File: src/rtl/gt_pkg.sv
package gt_pkg;

    localparam int ADDR_W = 8;
    localparam int DATA_W = 32;

    // register map (byte offsets, decoded in full)
    localparam logic [ADDR_W-1:0] OFS_ID      = 8'h00;
    localparam logic [ADDR_W-1:0] OFS_CTRL    = 8'h10;
    localparam logic [ADDR_W-1:0] OFS_RESTART = 8'h14;
    localparam logic [ADDR_W-1:0] OFS_UNLOCK  = 8'h18;
    localparam logic [ADDR_W-1:0] OFS_STATUS  = 8'h1C;

    localparam logic [DATA_W-1:0] UNLOCK_KEY  = 32'h0000_5AA5;
    localparam logic [DATA_W-1:0] RESTART_KEY = 32'h0000_CAFE;

    localparam int INT_CODE_W = 4;
    localparam int RST_CODE_W = 3;
    localparam int INT_N_MAX  = 31;
    localparam int RST_N_BASE = 7;
    localparam int RST_N_MAX  = RST_N_BASE + (1 << RST_CODE_W) - 1;

    typedef struct packed {
        logic [RST_CODE_W-1:0] rst_code;
        logic [INT_CODE_W-1:0] int_code;
        logic                  rst_on;
        logic                  int_on;
        logic                  bus_clk;
        logic                  run;
    } ctrl_t;

    localparam int CTRL_W = $bits(ctrl_t);

    // interrupt interval exponent: 6, 8, then 10..15, then odd 17..31
    function automatic int unsigned int_exp(logic [INT_CODE_W-1:0] code);
        int unsigned c;
        c = int'(code);
        if (c < 2)      return 6 + 2 * c;
        else if (c < 8) return c + 8;
        else            return 2 * c + 1;
    endfunction

    function automatic int unsigned rst_exp(logic [RST_CODE_W-1:0] code);
        return RST_N_BASE + int'(code);
    endfunction

endpackage

File: src/rtl/gt_regs.sv
module gt_regs
    import gt_pkg::*;
#(
    parameter logic [DATA_W-1:0] ID_VALUE = 32'h0
) (
    input  logic              clk,
    input  logic              rst,
    input  logic              wr_en,
    input  logic [ADDR_W-1:0] addr,
    input  logic [DATA_W-1:0] wdata,
    input  logic              expire,
    output logic [DATA_W-1:0] rdata,
    output ctrl_t             ctrl,
    output logic              status,
    output logic              restart,
    output logic              irq
);

    logic unlock;
    logic wr_ctrl;
    logic clr_status;

    assign wr_ctrl    = wr_en && (addr == OFS_CTRL) && unlock;
    assign restart    = wr_en && (addr == OFS_RESTART) && unlock && (wdata == RESTART_KEY);
    assign clr_status = wr_en && (addr == OFS_STATUS) && wdata[0];
    assign irq        = status && ctrl.int_on;

    // one-shot unlock: any bus write replaces it
    always_ff @(posedge clk) begin
        if (rst) begin
            unlock <= 1'b0;
        end else if (wr_en) begin
            unlock <= (addr == OFS_UNLOCK) && (wdata == UNLOCK_KEY);
        end
    end

    always_ff @(posedge clk) begin
        if (rst) begin
            ctrl <= '0;
        end else if (wr_ctrl) begin
            ctrl <= ctrl_t'(wdata[CTRL_W-1:0]);
        end
    end

    // expiry wins over a clear in the same cycle
    always_ff @(posedge clk) begin
        if (rst) begin
            status <= 1'b0;
        end else if (expire) begin
            status <= 1'b1;
        end else if (clr_status) begin
            status <= 1'b0;
        end
    end

    always_comb begin
        unique case (addr)
            OFS_ID:     rdata = ID_VALUE;
            OFS_CTRL:   rdata = DATA_W'(ctrl);
            OFS_STATUS: rdata = DATA_W'(status);
            default:    rdata = '0;
        endcase
    end

endmodule

File: src/rtl/gt_counter.sv
module gt_counter
    import gt_pkg::*;
#(
    parameter int CNT_W = INT_N_MAX + 1,
    parameter int RST_W = RST_N_MAX + 1
) (
    input  logic  clk,
    input  logic  rst,
    input  ctrl_t ctrl,
    input  logic  ext_tick,
    input  logic  restart,
    output logic  expire,
    output logic  rst_pulse
);

    logic [CNT_W-1:0] cnt_main;
    logic [RST_W-1:0] cnt_rst;
    logic             stage2;
    logic             tick;
    logic [CNT_W-1:0] int_lim;
    logic [RST_W-1:0] rst_lim;
    logic             stage2_done;

    always_comb begin
        int_lim = CNT_W'((64'd1 << int_exp(ctrl.int_code)) - 64'd1);
        rst_lim = RST_W'((64'd1 << rst_exp(ctrl.rst_code)) - 64'd1);
    end

    assign tick        = ctrl.run && (ctrl.bus_clk || ext_tick);
    assign expire      = tick && !restart && (cnt_main == int_lim);
    assign stage2_done = tick && stage2 && (cnt_rst == rst_lim);

    always_ff @(posedge clk) begin
        if (rst) begin
            cnt_main  <= '0;
            cnt_rst   <= '0;
            stage2    <= 1'b0;
            rst_pulse <= 1'b0;
        end else if (!ctrl.run || restart) begin
            cnt_main  <= '0;
            cnt_rst   <= '0;
            stage2    <= 1'b0;
            rst_pulse <= 1'b0;
        end else begin
            rst_pulse <= 1'b0;
            if (tick) begin
                cnt_main <= (cnt_main == int_lim) ? '0 : cnt_main + 1'b1;
            end
            if (stage2_done) begin
                stage2    <= 1'b0;
                cnt_rst   <= '0;
                rst_pulse <= ctrl.rst_on;
            end else if (tick && stage2) begin
                cnt_rst <= cnt_rst + 1'b1;
            end else if (expire && !stage2) begin
                stage2  <= 1'b1;
                cnt_rst <= '0;
            end
        end
    end

endmodule

File: src/rtl/guard_timer.sv
module guard_timer
    import gt_pkg::*;
#(
    parameter logic [DATA_W-1:0] ID_VALUE = 32'h5744_0200,
    parameter int                CNT_W    = INT_N_MAX + 1
) (
    input  logic              clk,
    input  logic              rst,
    input  logic              ext_tick,
    input  logic              wr_en,
    input  logic [ADDR_W-1:0] addr,
    input  logic [DATA_W-1:0] wdata,
    output logic [DATA_W-1:0] rdata,
    output logic              irq,
    output logic              rst_req
);

    ctrl_t ctrl;
    logic  status;
    logic  restart;
    logic  expire;

    gt_regs #(.ID_VALUE(ID_VALUE)) u_regs (
        .clk     (clk),
        .rst     (rst),
        .wr_en   (wr_en),
        .addr    (addr),
        .wdata   (wdata),
        .expire  (expire),
        .rdata   (rdata),
        .ctrl    (ctrl),
        .status  (status),
        .restart (restart),
        .irq     (irq)
    );

    gt_counter #(.CNT_W(CNT_W)) u_cnt (
        .clk       (clk),
        .rst       (rst),
        .ctrl      (ctrl),
        .ext_tick  (ext_tick),
        .restart   (restart),
        .expire    (expire),
        .rst_pulse (rst_req)
    );

endmodule

File: config.mk
export PLATFORM = sky130hd
export DESIGN_NAME = guard_timer
export DESIGN_NICKNAME = d
export VERILOG_FILES = /design/src/rtl/gt_pkg.sv /design/src/rtl/gt_regs.sv /design/src/rtl/gt_counter.sv /design/src/rtl/guard_timer.sv
export SDC_FILE = /design/constraint.sdc
export NUM_CORES = 1
export LEC_CHECK = 0
export CORE_AREA = 2 2 73 128
export DETAILED_ROUTE_END_ITERATION = 10
export DIE_AREA = 0 0 75 130
export GPL_TIMING_DRIVEN = 0
export PLACE_DENSITY_LB_ADDON = 0.05
export SYNTH_ARGS = -nofsm -noshare
export SYNTH_HDL_FRONTEND = slang
export SYNTH_SLANG_ARGS = --single-unit
File: constraint.sdc
create_clock -name clk -period 4.91 [get_ports clk]
set_input_delay 0.982 -clock clk [delete_from_list [all_inputs] [get_ports clk]]
set_output_delay 0.982 -clock clk [all_outputs]
set_load 0.05 [all_outputs]
Word-level counts from Yosys, hierarchy flattened
Cells that the tools add are included.

Bits in registers: 62. Input port bits: 44. Output and inout port bits: 34.

Add/subtract/negate cells: 8. Magnitude comparators: 2. Equal/unequal tests: 8. Shifts and indexed selects: 2. Multiplexer cells: 8. Bitwise logic cells: 2. Reductions and logical operators: 27.

Operators with widths (number): 32-bit two-way mux (3); 31-bit one-hot mux with 3 select lines (1); 32-bit by 1-bit adder with 32-bit output, second input constant (1); 32-bit by 15-bit == test with 1-bit output, second input constant (1); 32-bit by 16-bit == test with 1-bit output, second input constant (1); 32-bit == test (1); 8-bit by 5-bit == test with 1-bit output, second input constant (4); 1-bit by 32-bit left shift with 15-bit output, first input constant (1); 1-bit by 32-bit left shift with 32-bit output, first input constant (1); 32-bit by 1-bit subtractor with 32-bit output, second input constant (1); 15-bit two-way mux (2); 15-bit by 1-bit adder with 15-bit output, second input constant (1); 15-bit == test (1); 1-bit logical AND (15); 15-bit by 1-bit subtractor with 15-bit output, second input constant (1); 8-bit logical NOT (1); 3-bit by 5-bit adder with 6-bit output, first input constant (1); 5-bit by 1-bit adder with 6-bit output, second input constant (1); 3-bit OR reduction (2); 4-bit by 4-bit adder with 5-bit output, second input constant (1); 3-bit by 3-bit adder with 4-bit output, first input constant (1); 4-bit by 2-bit < comparator with 1-bit output, second input constant (1); 4-bit < comparator, second input constant (1); 2-bit nonzero test (2); 6 further kinds (11).

Depth between registers and ports, before layout
Depth in word-level cells: 10. Gate-level depth with buffers: 18.

Cells and area by module
A second synthesis with hierarchy kept.

Cell total of the unflattened synthesis: 566. Area total of the unflattened synthesis: 4455.5 um2.

Modules (own cells, without submodules): gt_counter (instances 1, cells an instance 460, area each 3554.7 um2, sequential area each 980.9 um2); gt_regs (instances 1, cells an instance 106, area each 900.9 um2, sequential area each 260.2 um2).

Worst setup path before layout
Ideal clock, no wire load.

Kind: input -> output. From: input port addr[1]. To: output port rdata[9]. Arrival time: 3659 ps. Required time: 3928 ps. Path slack: 269 ps. Stages on the path: 4. Path buffers: 0. Cell sequence: or3_1 -> or2_2 -> nor3b_1 -> a21o_1.

Word-level cells in the longest chain between the ends: 2.

Ends and longest elaborated chain: start, declared (line guard_timer.sv:11) `input logic [ADDR_W-1:0] addr,`; 8-bit by 5-bit == test with 1-bit output / 8-bit logical NOT (equally long branches) (line gt_regs.sv:57) `unique case (addr)`; 31-bit one-hot mux with 3 select lines * (line gt_regs.sv:57); end, declared (line guard_timer.sv:13) `output logic [DATA_W-1:0] rdata,`.

Every way passes the cells marked *; elsewhere a longest branch is shown, timed or not.

Worst setup path after layout
From: register u_regs.ctrl[4] (netlist name). To: register u_cnt.cnt_main[21].

Word-level cells in the longest chain between the ends: 7.

Ends and longest elaborated chain: 5-bit by 1-bit adder with 6-bit output, or another cell as far along (line gt_pkg.sv:39) `else return 2 * c + 1;`; 32-bit two-way mux (line gt_pkg.sv:38) `else if (c < 8) return c + 8;`; 32-bit two-way mux * (line gt_pkg.sv:37) `if (c < 2) return 6 + 2 * c;`; 1-bit by 32-bit left shift with 32-bit output * (line gt_counter.sv:25) `int_lim = CNT_W'((64'd1 << int_exp(ctrl.int_code)) - 64'd1);`; 32-bit by 1-bit subtractor with 32-bit output * (line gt_counter.sv:25); 32-bit == test * (line gt_counter.sv:47) `cnt_main <= (cnt_main == int_lim) ? '0 : cnt_main + 1'b1;`; 32-bit two-way mux * (line gt_counter.sv:47); end signal, assigned (line gt_counter.sv:47); end, declared (line gt_counter.sv:16) `logic [CNT_W-1:0] cnt_main;`.

Marks and branches as above. A chain may end at the register's enable or synchronous reset.

==> impl_summary.log <==
INFO  metric global_route.overflow_total = 0
INFO  metric netlist_area = 4610 um2
INFO  metric route.detailed.wl_per_inst = 17.1 um
INFO  metric drt-initial-drc-count = a little under 300
INFO  metric max-cap-violations = 0
INFO  metric hold_buffers = 0
INFO  metric cts_tree = done
INFO  metric yosys-top-cells-count = sky130_fd_sc_hd__dfxtp_1 (62), sky130_fd_sc_hd__nand2_1 (45), sky130_fd_sc_hd__nand3_1 (41), sky130_fd_sc_hd__nor2_1 (40), sky130_fd_sc_hd__nor2_2 (30)
INFO  metric postCtsSetupRepairBufs = 0
INFO  metric drt_pre_antenna_iters = 5
INFO  metric track_usage = 28.9%
INFO  metric route.vias.total = between 4,000 and 5,000
INFO  metric syn-mean-instance-area = ~7.7 um2
INFO  metric placeableCoreArea = around 8800 um2
INFO  metric seq_area_frac_synth = between 20 and 30%
INFO  metric synth_cell_types = 67
INFO  metric design.die.area = between 9000 and 10,000 um2
INFO  metric fin_crit = roughly 4.7 ns
INFO  metric layout-drive-gt1-share = 12.9%
INFO  metric setup_ws = 0.180 ns
INFO  metric clock_pin_transition_on_the_worst_setup_and_hold_timing_paths = about 0.06 ns
INFO  metric post-synth-top-area-fraction = a little over a quarter
INFO  metric cts.htree.levels = 3
INFO  metric worstPathArrival = roughly 5 ns
INFO  metric final_util = between 60% and 70%
INFO  metric final-hold-violation-count = 0
INFO  metric static-leakage-power = 2.19 nW
INFO  metric fp.dieH = 130 um
INFO  metric post_placement_setup_slack = -0.0317 ns
INFO  metric synth-edff-count = 0
INFO  metric drc = 0
INFO  metric grt_pass1_wl = about 21,000 um
INFO  metric timing.slew.headroom = between 50 and 60%
INFO  metric synthSimpleGateAreaFrac = a little over a third
INFO  metric root_buffer = sky130_fd_sc_hd__clkbuf_16
INFO  metric synth_largest_area_cell = sky130_fd_sc_hd__dfxtp_1
INFO  metric clock-skew-final = between 0.009 and 0.01 ns
INFO  metric main_combinational_cell_family_by_area_after_synthesis = simple AND/OR/NAND/NOR gates
INFO  metric initial_standard_cell_utilization_of_the_core = around 52%
INFO  metric worstMarginPinSlew = 0.737 ns
INFO  metric drt-vias-per-instance = just under 6
INFO  metric crit_path_end_kind = flip-flop
INFO  metric clock_sinks = 62
INFO  metric vdd.ir_drop.worst = 0.000266 V
INFO  metric clock_path_buffers = 2
INFO  metric yosysWarningCount = 0
INFO  metric cp-start-kind = flip-flop
INFO  metric crit_fanout = 10
INFO  metric critical_path_class = reg -> reg
INFO  metric synth-adder-area-share = around 1.4%
INFO  metric timing.final.max_slew_violations = 0
INFO  metric cells_after_synthesis = between 500 and 600
INFO  metric synth-async-reset-ratio = 0%
INFO  metric synth_xor_xnor_area_share = between 9 and 10%
INFO  metric layout.nets = approximately 730
INFO  metric clock_latency = between 0.3 and 0.4 ns
INFO  metric synth_compound_gate_area_share = between 10% and 20%
INFO  metric globalplace.congestion = 0.995
INFO  metric yosys_most_used_dff = sky130_fd_sc_hd__dfxtp_1
INFO  metric io_pins = approximately 80
INFO  metric critPathRequiredTime = a little over 5 ns
INFO  metric flow.area_growth_from_synthesis = 25.3%
INFO  metric fmaxAchievable = approximately 0.21 GHz
INFO  metric finalHoldWorstSlack = 0.512 ns
INFO  metric diodes = 0
INFO  metric post_detailed_placement_half_perimeter_wirelength = 10,900 um
INFO  metric placement.io_buffers = 63
INFO  metric netlist_top_cells_area = sky130_fd_sc_hd__dfxtp_1 (27%), sky130_fd_sc_hd__xor2_1 (5.5%), sky130_fd_sc_hd__nand3_1 (4.5%)
INFO  metric number_of_antenna_violations_at_the_first_check_in_global_routing = 0
INFO  metric powerDensity = 226 nW/um2
INFO  metric post-synth-top-count-cell = sky130_fd_sc_hd__dfxtp_1
INFO  metric antenna_left = 0
INFO  metric hold_class = reg -> reg
INFO  metric rsz0062_at_grt = no
INFO  metric die_x_extent = approximately 75 um
INFO  metric outcome = finished clean
INFO  metric numCtsBuffers = 9
INFO  metric grt_pass1_vias = around 4,500
INFO  metric row_count = 46
INFO  metric synth.mux.area_fraction = under 10%
INFO  metric pin_count_of_the_biggest_net_entering_global_routing = 14
INFO  metric finalWirelength = around 14,000 um
INFO  metric synth_seq_cells = between 60 and 70
INFO  metric setup_violations = 0
INFO  metric period_share = 96.3%
## flip-flops by register name, summed over array words and instances (netlist names)
| register | cells |
|---|---|
| u_regs.ctrl | 11 |
| u_cnt.rst_pulse | 1 |
| u_cnt.stage2 | 1 |
| u_cnt.cnt_rst | 15 |
| u_cnt.cnt_main | 32 |
| u_regs.unlock | 1 |
| u_regs.status | 1 |
## routing by layer
metal	part of all wire [%]	vias up	global-route usage, %
li1	-	2286	-
met1	36	2214	27.3
met2	56	130	55.8
met3	3.0	45	5.25
met4	5.3	0	15.7
met5	0	-	0
## worst paths after layout
check	cells after the start	to	startpoint	slack, ns
worst max register to register	16	u_cnt.cnt_main[21]	u_regs.ctrl[4]	0.18
worst min-delay path	2	u_regs.status	u_regs.status	0.51
worst max-delay path	16	u_cnt.cnt_main[21]	u_regs.ctrl[4]	0.18
worst min register to register	2	u_regs.status	u_regs.status	0.51
## layout by cell type (no fill, tap or decap), types with 4 or more instances in the layout
| cell | count |
|---|---|
| sky130_fd_sc_hd__nor2_2 | 30 |
| sky130_fd_sc_hd__nand2_1 | 45 |
| sky130_fd_sc_hd__nand2b_1 | 8 |
| sky130_fd_sc_hd__and2_1 | 11 |
| sky130_fd_sc_hd__and4_1 | 4 |
| sky130_fd_sc_hd__a211o_1 | 10 |
| sky130_fd_sc_hd__xnor2_1 | 22 |
| sky130_fd_sc_hd__nand4_1 | 17 |
| sky130_fd_sc_hd__inv_1 | 8 |
| sky130_fd_sc_hd__clkbuf_16 | 9 |
| sky130_fd_sc_hd__and3_1 | 22 |
| sky130_fd_sc_hd__dfxtp_1 | 62 |
| sky130_fd_sc_hd__a31oi_1 | 6 |
| sky130_fd_sc_hd__mux2i_1 | 11 |
| sky130_fd_sc_hd__or3_1 | 11 |
| sky130_fd_sc_hd__nor2_1 | 40 |
| sky130_fd_sc_hd__o211ai_1 | 5 |
| sky130_fd_sc_hd__o21ai_0 | 21 |
| sky130_fd_sc_hd__nand4b_1 | 5 |
| sky130_fd_sc_hd__clkdlybuf4s50_1 | 63 |
| sky130_fd_sc_hd__a21o_1 | 5 |
| sky130_fd_sc_hd__conb_1 | 17 |
| sky130_fd_sc_hd__nor4_1 | 14 |
| sky130_fd_sc_hd__clkbuf_1 | 20 |
| sky130_fd_sc_hd__a21oi_1 | 23 |
| sky130_fd_sc_hd__buf_4 | 20 |
| sky130_fd_sc_hd__buf_6 | 4 |
| sky130_fd_sc_hd__buf_2 | 5 |
| sky130_fd_sc_hd__xor2_1 | 29 |
| sky130_fd_sc_hd__ha_1 | 5 |
| sky130_fd_sc_hd__nand3_1 | 41 |
| sky130_fd_sc_hd__nor3_1 | 16 |
| sky130_fd_sc_hd__nor2b_1 | 10 |
## worst max-delay path, stage by stage, from the launching register on
cell and delay, ns:
sky130_fd_sc_hd__dfxtp_1 0.33, sky130_fd_sc_hd__clkbuf_1 0.34, sky130_fd_sc_hd__inv_1 0.18, sky130_fd_sc_hd__ha_1 0.29, sky130_fd_sc_hd__clkbuf_1 0.25, sky130_fd_sc_hd__and2_1 0.28, sky130_fd_sc_hd__nand3_1 0.09, sky130_fd_sc_hd__ha_1 0.42
sky130_fd_sc_hd__nor2b_1 0.14, sky130_fd_sc_hd__a2111oi_0 0.61, sky130_fd_sc_hd__nand4b_1 0.17, sky130_fd_sc_hd__nor4_1 0.23, sky130_fd_sc_hd__nand4_1 0.14, sky130_fd_sc_hd__or4_4 0.54, sky130_fd_sc_hd__o21ai_4 0.31, sky130_fd_sc_hd__buf_6 0.22
sky130_fd_sc_hd__nor2_2 0.05
## per-stage QoR
| step | cell area [um2] | std cells | power (mW) | setup TNS (ns) |
|---|---|---|---|---|
| after detailed placement | 5440 | 794 | 0.608 | -0.143 |
| after global routing | 5770 | 808 | 1.33 | 0 |
| after global placement | 5440 | 794 | 0.607 | -0.136 |
| after floorplan | 4660 | 611 | 0.565 | 0 |
| after CTS | 5780 | 810 | 1.31 | 0 |
| final | 5770 | 808 | 1.30 | 0 |
## what timing repair did
action                                  CTS  global route
resized for setup                         1             0
cloned                                    0             0
endpoints found under the setup margin    6            45
## power by group
| part | internal (mW) | leakage [nW] | switching (mW) |
|---|---|---|---|
| logic | 0.0476 | 1.53 | 0.0482 |
| clock network | 0.451 | 0.161 | 0.252 |
| registers | 0.503 | 0.499 | 0.00000000000000513 |
## cells by family after synthesis
logic type      after synthesis
buf+inv                      61
flops                        62
mux                          13
fa+ha+maj                     5
other cells                   2
compound gates              106
simple gates                296
xor+xnor                     51
## area by class of cell
class	instances	area, um2
flip-flops and latches	62	1240
repair buffers	63	631
fillers	820	3040
plain buffers	51	303
clock inverters	7	104
well taps	120	150
multi-input cells	488	3090
inverters	8	30.0
clock buffers	9	225
No activity file was read; power rests on OpenSTA's default activity.
